**src/rtl/acc_pkg.sv**
```systemverilog
package acc_pkg;

  // Operation classes after decode
  typedef enum logic [3:0] {
    OC_NOP, OC_END, OC_LDA, OC_STO, OC_ADD, OC_SUB,
    OC_JMP, OC_JEQ, OC_JFL, OC_FTG
  } op_class_e;

  // Sequencer states
  typedef enum logic [2:0] {
    ST_BOOT_REQ, ST_BOOT_TAKE, ST_OP_REQ, ST_OP_TAKE,
    ST_ARG_TAKE, ST_DATA_TAKE, ST_EXEC, ST_HALT
  } seq_state_e;

  // Flag bit positions within the low status nibble
  localparam int FLAG_C = 0;
  localparam int FLAG_Z = 1;
  localparam int FLAG_N = 2;
  localparam int FLAG_O = 3;
  localparam int FLAG_BITS = 4;

  // Opcode field codes
  localparam logic [1:0] GRP_CTRL = 2'b00;
  localparam logic [1:0] GRP_CORE = 2'b01;
  localparam logic [1:0] MODE_NONE = 2'b00;
  localparam logic [1:0] MODE_IMM  = 2'b01;
  localparam logic [1:0] MODE_IND  = 2'b10;

endpackage

```
**src/rtl/acc_decode.sv**
```systemverilog
module acc_decode
  import acc_pkg::*;
(
  input  logic [7:0] opcode,
  output op_class_e  cls,
  output logic       indirect,
  output logic       needs_data
);

  logic [1:0] grp;
  logic [1:0] mode;
  logic [3:0] idx;

  assign grp  = opcode[7:6];
  assign mode = opcode[5:4];
  assign idx  = opcode[3:0];

  always_comb begin
    cls      = OC_NOP;
    indirect = 1'b0;
    if (grp == GRP_CTRL && mode == MODE_NONE) begin
      cls = (idx == 4'd0) ? OC_END : OC_NOP;
    end else if (grp == GRP_CORE && (mode == MODE_IMM || mode == MODE_IND) && !idx[3]) begin
      indirect = (mode == MODE_IND);
      case (idx[2:0])
        3'd0:    cls = OC_LDA;
        3'd1:    cls = OC_STO;
        3'd2:    cls = OC_ADD;
        3'd3:    cls = OC_SUB;
        3'd4:    cls = OC_JMP;
        3'd5:    cls = OC_JEQ;
        3'd6:    cls = OC_JFL;
        default: cls = OC_FTG;
      endcase
    end
  end

  // A store uses its operand as the target address, so it never reads data
  assign needs_data = indirect && (cls != OC_STO);

endmodule

```
**src/rtl/acc_alu.sv**
```systemverilog
module acc_alu
  import acc_pkg::*;
#(
  parameter int W = 8
) (
  input  op_class_e            cls,
  input  logic [W-1:0]         a,
  input  logic [W-1:0]         b,
  input  logic [FLAG_BITS-1:0] fl,
  output logic [W-1:0]         res,
  output logic                 acc_we,
  output logic [FLAG_BITS-1:0] fl_nx
);

  function automatic logic [W:0] add_ext(input logic [W-1:0] x, input logic [W-1:0] y);
    return {1'b0, x} + {1'b0, y};
  endfunction

  // MSB of the extended difference is the borrow
  function automatic logic [W:0] sub_ext(input logic [W-1:0] x, input logic [W-1:0] y);
    return {1'b0, x} - {1'b0, y};
  endfunction

  function automatic logic signed_ovf(input logic [W-1:0] x, input logic [W-1:0] y,
                                      input logic [W-1:0] r, input logic is_sub);
    logic same_in;
    same_in = (x[W-1] == y[W-1]);
    return (is_sub ? !same_in : same_in) && (r[W-1] != x[W-1]);
  endfunction

  logic [W:0] ext;

  always_comb begin
    res    = a;
    acc_we = 1'b0;
    fl_nx  = fl;
    ext    = '0;
    case (cls)
      OC_LDA: begin
        res           = b;
        acc_we        = 1'b1;
        fl_nx[FLAG_N] = b[W-1];
        fl_nx[FLAG_Z] = (b == '0);
      end
      OC_ADD: begin
        ext           = add_ext(a, b);
        res           = ext[W-1:0];
        acc_we        = 1'b1;
        fl_nx[FLAG_C] = ext[W];
        fl_nx[FLAG_O] = signed_ovf(a, b, ext[W-1:0], 1'b0);
        fl_nx[FLAG_N] = ext[W-1];
        fl_nx[FLAG_Z] = (ext[W-1:0] == '0);
      end
      OC_SUB: begin
        ext           = sub_ext(a, b);
        res           = ext[W-1:0];
        acc_we        = 1'b1;
        fl_nx[FLAG_C] = ext[W];
        fl_nx[FLAG_O] = signed_ovf(a, b, ext[W-1:0], 1'b1);
        fl_nx[FLAG_N] = ext[W-1];
        fl_nx[FLAG_Z] = (ext[W-1:0] == '0);
      end
      OC_FTG: fl_nx = fl ^ b[FLAG_BITS-1:0];
      default: ;
    endcase
  end

endmodule

```
**src/rtl/acc_seq.sv**
```systemverilog
module acc_seq
  import acc_pkg::*;
(
  input  logic       clk,
  input  logic       rst_n,
  input  logic       wait_n,
  input  logic       needs_data,
  input  logic       is_end,
  output seq_state_e state
);

  seq_state_e nxt;

  always_comb begin
    nxt = state;
    case (state)
      ST_BOOT_REQ:  nxt = ST_BOOT_TAKE;
      ST_BOOT_TAKE: nxt = ST_OP_REQ;
      ST_OP_REQ:    nxt = wait_n ? ST_OP_TAKE : ST_OP_REQ;
      ST_OP_TAKE:   nxt = ST_ARG_TAKE;
      ST_ARG_TAKE:  nxt = needs_data ? ST_DATA_TAKE : ST_EXEC;
      ST_DATA_TAKE: nxt = ST_EXEC;
      ST_EXEC:      nxt = is_end ? ST_HALT : ST_OP_REQ;
      default:      nxt = ST_HALT;
    endcase
  end

  always_ff @(posedge clk or negedge rst_n) begin
    if (!rst_n) state <= ST_BOOT_REQ;
    else        state <= nxt;
  end

endmodule

```
**src/rtl/acc_core.sv**
```systemverilog
module acc_core
  import acc_pkg::*;
#(
  parameter int W = 8
) (
  input  logic         clk,
  input  logic         rst_n,
  input  logic         wait_n,
  input  logic [W-5:0] sense,
  output logic [W-1:0] mem_addr,
  output logic         mem_rd,
  output logic         mem_wr,
  output logic [W-1:0] mem_wdata,
  input  logic [W-1:0] mem_rdata,
  output logic [W-1:0] acc,
  output logic [W-1:0] ip,
  output logic [W-1:0] status,
  output logic [W-1:0] dev_id,
  output logic         halted
);

  localparam logic [W-1:0] BOOT_ADDR = '1;
  localparam logic [W-1:0] STEP      = W'(2);
  localparam logic [W-1:0] SKIP      = W'(4);

  seq_state_e           state;
  op_class_e            cls;
  logic                 indirect;
  logic                 needs_data;
  logic [W-1:0]         acc_q, ip_q, opc_q, arg_q, val_q;
  logic [FLAG_BITS-1:0] flags_q, fl_nx;
  logic [W-1:0]         alu_res;
  logic                 acc_we;
  logic                 jump_cond;

  // Named events for the checker
  logic         in_exec;
  logic         retire;
  logic         jump_taken;
  logic [W-1:0] jump_target;
  logic         wait_stall;
  logic         ftg_exec;

  acc_decode u_dec (
    .opcode     (opc_q[7:0]),
    .cls        (cls),
    .indirect   (indirect),
    .needs_data (needs_data)
  );

  acc_alu #(.W(W)) u_alu (
    .cls    (cls),
    .a      (acc_q),
    .b      (val_q),
    .fl     (flags_q),
    .res    (alu_res),
    .acc_we (acc_we),
    .fl_nx  (fl_nx)
  );

  acc_seq u_seq (
    .clk        (clk),
    .rst_n      (rst_n),
    .wait_n     (wait_n),
    .needs_data (needs_data),
    .is_end     (cls == OC_END),
    .state      (state)
  );

  assign status = {sense, flags_q};

  always_comb begin
    case (cls)
      OC_JMP:  jump_cond = 1'b1;
      OC_JEQ:  jump_cond = flags_q[FLAG_Z];
      OC_JFL:  jump_cond = ((status & val_q) == val_q);
      default: jump_cond = 1'b0;
    endcase
  end

  assign in_exec     = (state == ST_EXEC);
  assign jump_taken  = in_exec && jump_cond;
  assign jump_target = (cls == OC_JFL) ? ip_q + SKIP : val_q;
  assign retire      = in_exec && (cls != OC_END);
  assign wait_stall  = (state == ST_OP_REQ) && !wait_n;
  assign ftg_exec    = in_exec && (cls == OC_FTG);

  // Memory request steering
  always_comb begin
    mem_addr = ip_q;
    mem_rd   = 1'b0;
    mem_wr   = 1'b0;
    case (state)
      ST_BOOT_REQ: begin
        mem_addr = BOOT_ADDR;
        mem_rd   = 1'b1;
      end
      ST_OP_REQ: begin
        mem_addr = ip_q;
        mem_rd   = wait_n;
      end
      ST_OP_TAKE: begin
        mem_addr = ip_q + W'(1);
        mem_rd   = 1'b1;
      end
      ST_ARG_TAKE: begin
        mem_addr = mem_rdata;
        mem_rd   = needs_data;
      end
      ST_EXEC: begin
        mem_addr = arg_q;
        mem_wr   = (cls == OC_STO);
      end
      default: ;
    endcase
  end

  assign mem_wdata = acc_q;

  always_ff @(posedge clk or negedge rst_n) begin
    if (!rst_n) begin
      acc_q   <= '0;
      ip_q    <= '0;
      opc_q   <= '0;
      arg_q   <= '0;
      val_q   <= '0;
      flags_q <= '0;
    end else begin
      case (state)
        ST_BOOT_TAKE: ip_q  <= mem_rdata;
        ST_OP_TAKE:   opc_q <= mem_rdata;
        ST_ARG_TAKE: begin
          arg_q <= mem_rdata;
          val_q <= mem_rdata;
        end
        ST_DATA_TAKE: val_q <= mem_rdata;
        ST_EXEC: begin
          if (acc_we) acc_q <= alu_res;
          flags_q <= fl_nx;
          if (jump_taken)         ip_q <= jump_target;
          else if (cls != OC_END) ip_q <= ip_q + STEP;
        end
        default: ;
      endcase
    end
  end

  assign acc    = acc_q;
  assign ip     = ip_q;
  assign halted = (state == ST_HALT);
  // Device-select register: only I/O-extension opcodes would load it
  assign dev_id = '0;

endmodule

```
**config.mk**
```make
export PLATFORM = sky130hd
export DESIGN_NAME = acc_core
export DESIGN_NICKNAME = d
export VERILOG_FILES = /design/src/rtl/acc_pkg.sv /design/src/rtl/acc_decode.sv /design/src/rtl/acc_alu.sv /design/src/rtl/acc_seq.sv /design/src/rtl/acc_core.sv
export SDC_FILE = /design/constraint.sdc
export NUM_CORES = 1
export LEC_CHECK = 0
export BUFFER_PORTS_ARGS = -buffer_cell sky130_fd_sc_hd__buf_2
export CORE_MARGIN = 5
export CORE_UTILIZATION = 40
export CTS_BUF_LIST = sky130_fd_sc_hd__clkbuf_16
export DETAILED_ROUTE_END_ITERATION = 6
export HOLD_SLACK_MARGIN = 0.08
export PLACE_DENSITY = 0.66
export SLEW_MARGIN = 10
export SYNTH_ARGS = -nofsm -noshare
export SYNTH_HDL_FRONTEND = slang
export SYNTH_HIERARCHICAL = 1
export SYNTH_SLANG_ARGS = --single-unit
```
**constraint.sdc**
```tcl
create_clock -name clk -period 5.55 [get_ports clk]
set_input_delay 1.665 -clock clk [delete_from_list [all_inputs] [get_ports clk]]
set_output_delay 1.665 -clock clk [all_outputs]
set_load 0.01 [all_outputs]
```
# Word level (Yosys, flattened, before mapping)
# Index checks and enable logic that the tools add are counted.
[word_totals]
output_inout_bits = 51
in_bits = 15
register_bits = 47
wordCells = 99
[op_classes]
reduce_logical = 29
mux = 23
eq_ne = 32
bitwise_logic = 2
n_addsub = 5
[ops]
columns = ["cell", "count"]
rows = [
  ["case mux 8 bit (4 select lines)", 1],
  ["case mux 4 bit (7 select lines)", 1],
  ["zero test 8 bit", 3],
  ["2-to-1 mux 8 bit", 3],
  ["case mux 8 bit (3 select lines)", 1],
  ["== test 3 bit, second input constant", 7],
  ["case mux 3 bit (7 select lines)", 1],
  ["== test 4 x 3 -> 1 bit, second input constant", 4],
  ["case mux 8 bit (2 select lines)", 1],
  ["== test 3 x 2 -> 1 bit, second input constant", 4],
  ["case mux 1 bit (3 select lines)", 4],
  ["adder 8 x 8 -> 9 bit", 1],
  ["subtractor 8 x 8 -> 9 bit", 1],
  ["adder 8 x 1 -> 8 bit, second input constant", 1],
  ["adder 8 x 2 -> 8 bit, second input constant", 1],
  ["adder 8 x 3 -> 8 bit, second input constant", 1],
  ["AND 8 bit", 1],
  ["== test 4 x 2 -> 1 bit, second input constant", 2],
  ["== test 4 bit, second input constant", 2],
  ["== test 8 bit", 1],
  ["2-to-1 mux 4 bit", 2],
  ["case mux 2 bit (4 select lines)", 1],
  ["logical AND 1 bit", 7],
  ["== test 3 x 1 -> 1 bit, second input constant", 2],
  ["other kinds (24)", 38],
]

# Logic depth before layout (Yosys ltp)
# Gate-level depths: netlist of the first run.
[logic_depth]
word_depth = 11
ltp_mapped = 15
ltp_nobuf = 14

# Modules after synthesis
# Netlist of the first run, hierarchy kept.
[modules_own_cells]
columns = ["module", "cells_each", "n_inst", "seq_area_each_um2", "area_per_inst_um2"]
rows = [
  ["acc_core", 340, 1, 1101.1, 2869.0],
  ["acc_alu", 200, 1, 0.0, 1435.1],
  ["acc_seq", 14, 1, 75.1, 136.4],
  ["acc_decode", 19, 1, 0.0, 120.1],
]

# Worst setup path after synthesis of the first run
# No wires, ideal clock.
[synth_path]
path_type = "in2out"
startpoint = "input mem_rdata[0]"
endpoint = "output mem_addr[0]"
arrival_time_ns = 2.233
path_stages = 4
path_buffers = 0
required_ns = 3.885
path_slack_ns = 1.652
path_cell_list = "nor2_1 a21oi_1 nor2_1 a311oi_1"
[synth_via]
elab_chain_len = 1
[synth_lines]
columns = ["item", "line", "rtl"]
rows = [
  ["start, declared", "acc_core.sv:14", "input logic [W-1:0] mem_rdata,"],
  ["case mux 8 bit (4 select lines)", "acc_core.sv:93", "case (state)"],
  ["end, declared", "acc_core.sv:10", "output logic [W-1:0] mem_addr,"],
]
# No other way between the ends.

# Final worst setup path of the first run
[layout_path]
startpoint = "register u_seq.state[1]"
endpoint = "output mem_addr[7]"
[layout_via]
elab_chain_len = 2
word_cells_on_any_way = 5
classes_between = "3 x eq/ne; 1 x mux; 1 x reduce/logical"
[layout_lines]
columns = ["item", "line", "rtl"]
rows = [
  ["start, declared", "acc_seq.sv:9", "output seq_state_e state"],
  ["start signal, assigned", "acc_seq.sv:30", "else state <= nxt;"],
  ["== test 3 bit, or another cell as far along", "acc_core.sv:93", ""],
  ["case mux 8 bit (4 select lines) *", "acc_core.sv:93", ""],
]
# Every way passes the cells marked *; elsewhere a longest branch is shown, timed or not.

==> key figures, run 1 <==
Finish
  – Layout cells sized above 1: 18.6%
  – FF+latch area: 1180 um2
  – # diodes: 0
  – Fill cell count: 1137
  – Fin nets: 639
  – Area Growth Syn to Fin: 8.26%
  – Multi-input gate area: 3010 um2

STA
  – Fin crit share: 83.7%
  – Total Negative Setup Slacks: 0 ns
  – Max transition margin: 45.6%
  – Clock Skew: 0.00570 ns
  – Setup-failing EPs final: 0
  – Final hold vios: 0
  – Final min period: 4.64 ns
  – RSZ-0062 raised after global routing: false
  – Worst-Margin Slew: 0.816 ns
  – Setup ws final: 0.906 ns
  – Maximum clock rate: 215 MHz
  – Max Slew Vio Count: 0

Critical path
  – Critical path class: reg2out
  – Crit path largest cell delay: 0.75 ns
  – CP Cell Sequence: nor2b_1 -> nand2_1 -> a2bb2oi_1 -> o21ai_0 -> o211ai_1 -> buf_2
  – Worst Path Required: 3.88 ns
  – Startpoint type of the worst setup path: flop
  – CP Buf/Inv Count: 1
  – Worst path depth: 6
  – Crit path DAT: 2.98 ns
  – Critical path peak fanout: 28
  – Worst Setup SP: u_seq/state[1]$_DFF_PN0_
  – R2r worst-path depth: 8
  – Worst setup endpoint: mem_addr[7]
  – Crit-path slowest cell: nor2b_1
  – Reg-to-reg setup timing slack: 2.00 ns
  – Worst reg2reg startpoint: opc_q[5]$_DFFE_PN0P_
  – Crit. End Element: primary output
  – Cell family with most CP delay: simple AND/OR/NAND/NOR gates
  – FF-to-FF End: ip[5]$_DFFE_PN0P_

Status
  – Status: finished, final reports clean

Clocking
  – Clk sink count: 47
  – CTS tree: built
  – Root Buffer Master: clkbuf_16
  – Total CTS buffers: 5
  – Clock buffer depth: 2
  – H-tree depth: 2
  – Cts repair resizes: 0
  – Clock-pin slew on the worst setup and hold paths: 0.07 ns
  – Clk_lat worst skew: 0.29 ns
  – Setup Fix Bufs, Post-CTS: 0
  – CTS hold repair buffers: 0

Synthesis
  – Mapped Avg Cell Area: 7.96 um2
  – Register bit count reported by yosys: 47
  – Post-synth top area share: 25.8%
  – Yosys cell types: 83
  – Post-Syn Area: 4560 um2
  – Area contributors post-synth: dfrtp_1 26%, nand2_1 7.2%, ha_1 6.0%
  – Top-count cell post-synth: nand2_1
  – Post-Syn Instances: 573
  – Asr flop ratio synth: 100%
  – Synth area leader: dfrtp_1
  – Post-synthesis sequential area ratio: 25.8%
  – EDFF count, synth: 0
  – Post-synth top cells: 87 x nand2_1, 47 x dfrtp_1, 41 x nor2_1, 31 x a21oi_1, 28 x inv_1
  – Ys Warns: 6
  – Synth Flop Type: dfrtp_1

Route
  – Met3 WL: 1.05 mm
  – Initial DRC count: 437
  – # DRC: 0
  – Routed vias: 4474
  – WL/cell: 17.8 um
  – Post-DRT Antenna Nets: 0
  – DRT Wirelength: 13.2 mm
  – Vias/cell: 6.01
  – TritonRoute pass-1 iters: 5
  – Top Metal Used: met4
  – DRT met1 WL: 5.76 mm
  – Met2 wire length: 6.13 mm

Place
  – Dpl ws: 1.33 ns
  – Final HPWL from detailed placement: 9.66 mm
  – I/O Buffers: 57
  – Routability cong.: 0.899

Power
  – Sw Ratio: 52.0%
  – Internal: 0.00148 W
  – Part of the power in registers: 25.9%
  – P_sw: 0.00160 W
  – Logic pwr share: 63.9%
  – P per Cell Area: 623 nW/um2
  – IR drop worst, VDD: 0.000374 V
  – Clock share of power: 10.2%
  – Static Leak: 2.27 nW

Global routing
  – Initial antenna violation count: 0
  – First-pass GRT wire length: 21.3 mm
  – Largest net degree at the start of global routing: 48
  – GR Overflow Total: 0
  – Total Routing Usage GR: 19.5%
  – Vias in the first global route: 4140

Floorplan
  – Row Count: 39
  – Die ar.: 13600 um2
  – Chip height: 117 um
  – Initial Utilization: 40.3%
  – I/O pin count: 66
  – Core Footprint: 11300 um2
  – Die Width: 117 um

Hold path
  – Hold WC Path Type: reg2reg

Flow run
  – Max_cap viols: 0
## area by class of cell
class / count / area share [%]
Multi-Input combinational cell: 456 / 60.9
Clock inverter: 3 / 0.456
Timing Repair Buffer: 60 / 6.23
Clock buffer: 5 / 2.53
Inverter: 30 / 2.38
Sequential cell: 47 / 23.8
Tap cell: 143 / 3.62
## routing by layer
layer,track usage (%),vias to the layer above
met3,3.65,27
met4,6.73,0
met2,31.2,216
met1,26.5,2152
met5,0,-
li1,-,2079
## power by group through the flow
stage | Clock (W) | Sequential [W] | Combinational [W]
2_1_floorplan | 0 | 0.000680 | 0.00156
3_3_place_gp | 0 | 0.000784 | 0.00189
3_5_place_dp | 0 | 0.000797 | 0.00194
4_1_cts | 0.000324 | 0.000789 | 0.00195
5_1_grt | 0.000336 | 0.000825 | 0.00218
6_report | 0.000314 | 0.000796 | 0.00197
## stage by stage
stage | instance area (um2) | instances | hold slack, ns | total power (W) | util (%)
global placement | 4790 | 736 | 0.459 | 0.00268 | 42.3
global route | 4940 | 744 | 0.506 | 0.00334 | 43.6
CTS | 4940 | 744 | 0.483 | 0.00306 | 43.6
floorplan | 4590 | 580 | 0.440 | 0.00224 | -
finish | 4940 | 744 | 0.484 | 0.00308 | 43.6
detailed placement | 4790 | 736 | 0.466 | 0.00273 | 42.3
## kinds of logic (layout without fill, tap and decap cells)
family          Yosys count  after routing  share of synthesized area, %
mux                      25             25                          5.93
compound gates          144            144                          22.1
simple gates            237            237                          26.9
fa+ha+maj                24             24                          6.91
xor+xnor                 18             18                          3.46
flops                    47             47                          25.8
other cells               1              8                        0.0822
buf+inv                  77             98                          8.81
## sequential cells by signal, indices dropped and copies added, names as in the netlist
name         flops
ip               8
flags_q          4
acc              8
val_q            8
opc_q            8
u_seq/state      3
arg_q            8
## worst min-delay path: stages, from the launching register on
cell and delay, ns:
dfrtp_1 0.34, nand2_1 0.05, nand2_1 0.06
## placed cells by master, fill, tap and decap left out, drive strengths merged, types with 8 or more instances in the layout
cell / count
ha: 22
o211ai: 11
a21oi: 32
inv: 31
nand3: 14
mux2: 16
nor2b: 13
o21ai: 30
nor3: 17
nand2: 87
o22ai: 10
conb: 8
nor2: 43
nand2b: 16
and3: 8
dfrtp: 47
buf: 60
xnor2: 11
mux2i: 9
## worst min-delay path by stage
stage / slack [ns] / cells after the start / endpoint / startpoint
final: 0.48 / 2 / arg_q[6]$_DFFE_PN0P_ / arg_q[6]$_DFFE_PN0P_
after global routing: 0.51 / 2 / arg_q[7]$_DFFE_PN0P_ / arg_q[7]$_DFFE_PN0P_
after CTS: 0.48 / 2 / arg_q[2]$_DFFE_PN0P_ / arg_q[2]$_DFFE_PN0P_
after detailed placement: 0.47 / 2 / arg_q[2]$_DFFE_PN0P_ / arg_q[2]$_DFFE_PN0P_
after global placement: 0.46 / 2 / arg_q[5]$_DFFE_PN0P_ / arg_q[5]$_DFFE_PN0P_
after floorplan: 0.44 / 2 / arg_q[5]$_DFFE_PN0P_ / arg_q[5]$_DFFE_PN0P_
Power figures use the tool's default switching activity.
==> run 2: changes to the inputs <==
ABC_AREA = 1   (was not set)
PLACE_DENSITY = 0.69   (was 0.66)
clock period = 4.1 ns   (was 5.55 ns; I/O delays follow)
==> run 2 against run 1 <==
Effect of this change:
- combinational power rose by 16%
- area after synthesis down 1.7%
- critical endpoint is now mem_addr[1]
- non-clock buffer count decreased by 2
- largest cell class unchanged
- routed wire length shrank 8.2%
- via count decreased by 1.6%
==> key figures, run 2 <==
Status
  – Status: finished, final reports clean

Clocking
  – Clock-pin slew on the worst setup and hold paths: 0.07 ns
  – H-tree depth: 2
  – CTS tree: built
  – Cts repair resizes: 0
  – Root Buffer Master: clkbuf_16
  – Clk sink count: 47
  – CTS hold repair buffers: 0
  – Setup Fix Bufs, Post-CTS: 0
  – Total CTS buffers: 5
  – Clk_lat worst skew: 0.30 ns
  – Clock buffer depth: 2

Critical path
  – Crit. End Element: primary output
  – Startpoint type of the worst setup path: flop
  – Critical path class: reg2out
  – Critical path peak fanout: 29
  – Crit path DAT: 2.18 ns
  – Worst Path Required: 2.87 ns

STA
  – Total Negative Setup Slacks: 0 ns
  – Final min period: 3.41 ns
  – Final hold vios: 0
  – Max transition margin: 58.5%
  – RSZ-0062 raised after global routing: false
  – Maximum clock rate: 294 MHz
  – Fin crit share: 83.1%
  – Setup-failing EPs final: 0
  – Max Slew Vio Count: 0
  – Clock Skew: 0.0114 ns
  – Worst-Margin Slew: 0.623 ns

Finish
  – Layout cells sized above 1: 16.2%
  – # diodes: 0
  – Fill cell count: 1163
  – Fin nets: 741
  – Area Growth Syn to Fin: 8.71%
  – Multi-input gate area: 2680 um2
  – FF+latch area: 1180 um2
  – Most frequent cells in the layout: 227 x nand2_1, 83 x inv_1, 56 x buf_2, 48 x nand3_1, 47 x dfrtp_1
  – Leading cell type in the layout, fill and taps excluded: nand2_1
  – Finished Core Util: 44.6%

Synthesis
  – Post-Syn Area: 4480 um2
  – Ys Warns: 6
  – Mapped Avg Cell Area: 6.73 um2
  – Post-Syn Instances: 666

Floorplan
  – Die ar.: 13400 um2
  – Die Width: 116 um
  – Row Count: 38
  – Core Footprint: 10900 um2
  – Chip height: 116 um
  – Initial Utilization: 41.0%
  – I/O pin count: 66

Power
  – P_sw: 0.00203 W
  – Sw Ratio: 53.4%
  – Part of the power in registers: 27.2%
  – IR drop worst, VDD: 0.000438 V
  – Internal: 0.00177 W
  – Static Leak: 2.66 nW
  – Clock share of power: 12.7%
  – P per Cell Area: 779 nW/um2
  – Logic pwr share: 60.0%

Global routing
  – Total Routing Usage GR: 18.9%
  – Initial antenna violation count: 0
  – Largest net degree at the start of global routing: 48
  – Vias in the first global route: 4126
  – First-pass GRT wire length: 20.3 mm
  – GR Overflow Total: 0

Place
  – I/O Buffers: 57
  – Routability cong.: 0.928
  – Final HPWL from detailed placement: 9.22 mm

Route
  – TritonRoute pass-1 iters: 7
  – WL/cell: 14.4 um
  – Post-DRT Antenna Nets: 0
  – Initial DRC count: 338
  – Vias/cell: 5.22
  – # DRC: 0
  – Routed vias: 4401
  – DRT Wirelength: 12.2 mm

Flow run
  – Max_cap viols: 0

Hold path
  – Hold WC Path Type: reg2reg
==> run 2: final timing paths <==
kind                                   endpoint                     start  cells past startpoint  slack, ns
hold / removal             opc_q[4]$_DFFE_PN0P_      opc_q[4]$_DFFE_PN0P_                      2       0.49
max in group asynchronous    acc[3]$_DFFE_PN0P_                     rst_n                      1       2.73
min in group asynchronous  arg_q[0]$_DFFE_PN0P_                     rst_n                      1       0.95
setup / recovery                    mem_addr[1]  u_seq/state[2]$_DFF_PN0_                      5       0.69
setup reg to reg             acc[6]$_DFFE_PN0P_      val_q[5]$_DFFE_PN0P_                      9       1.64
hold reg to reg            opc_q[4]$_DFFE_PN0P_      opc_q[4]$_DFFE_PN0P_                      2       0.49
==> run 2: critical path, stage by stage, from the launching register on <==
cell,delay (ns)
dfrtp_1,0.61
nand3_4,0.29
inv_2,0.48
nand2_1,0.11
a41oi_1,0.22
buf_2,0.16
==> run 2: power by group through the flow <==
| stage | clock network, W | registers, W | logic [W] |
|---|---|---|---|
| 2_1_floorplan | 0 | 0.000912 | 0.00184 |
| 3_3_place_gp | 0 | 0.00103 | 0.00225 |
| 3_5_place_dp | 0 | 0.00103 | 0.00227 |
| 4_1_cts | 0.000494 | 0.00102 | 0.00228 |
| 5_1_grt | 0.000516 | 0.00108 | 0.00261 |
| 6_report | 0.000483 | 0.00103 | 0.00228 |
==> run 2: cell type report <==
| class | count | area share (%) |
|---|---|---|
| Multi-Input combinational cell | 492 | 55.1 |
| Timing Repair Buffer | 58 | 6.06 |
| Inverter | 98 | 7.65 |
| Clock inverter | 3 | 0.950 |
| Sequential cell | 47 | 24.1 |
| Clock buffer | 5 | 2.57 |
| Tap cell | 140 | 3.59 |
==> run 2: metal layers <==
metal | wire length (um) | vias up | GRT usage, %
li1 | - | 2182 | -
met2 | 5480 | 168 | 30.2
met5 | 0 | - | 0
met4 | 342 | 0 | 6.26
met1 | 5550 | 2021 | 26.1
met3 | 784 | 30 | 3.08
==> run 2: stage by stage <==
| stage | instance area (um2) | std cells | hold WS, ns | setup slack (ns) | total power [W] |
|---|---|---|---|---|---|
| finish | 4870 | 843 | 0.488 | 0.694 | 0.00380 |
| detailed placement | 4700 | 835 | 0.469 | 0.982 | 0.00330 |
| floorplan | 4510 | 673 | 0.449 | 1.15 | 0.00275 |
| CTS | 4870 | 843 | 0.489 | 0.691 | 0.00380 |
| global placement | 4700 | 835 | 0.475 | 0.995 | 0.00328 |
| global route | 4870 | 843 | 0.508 | 0.480 | 0.00420 |
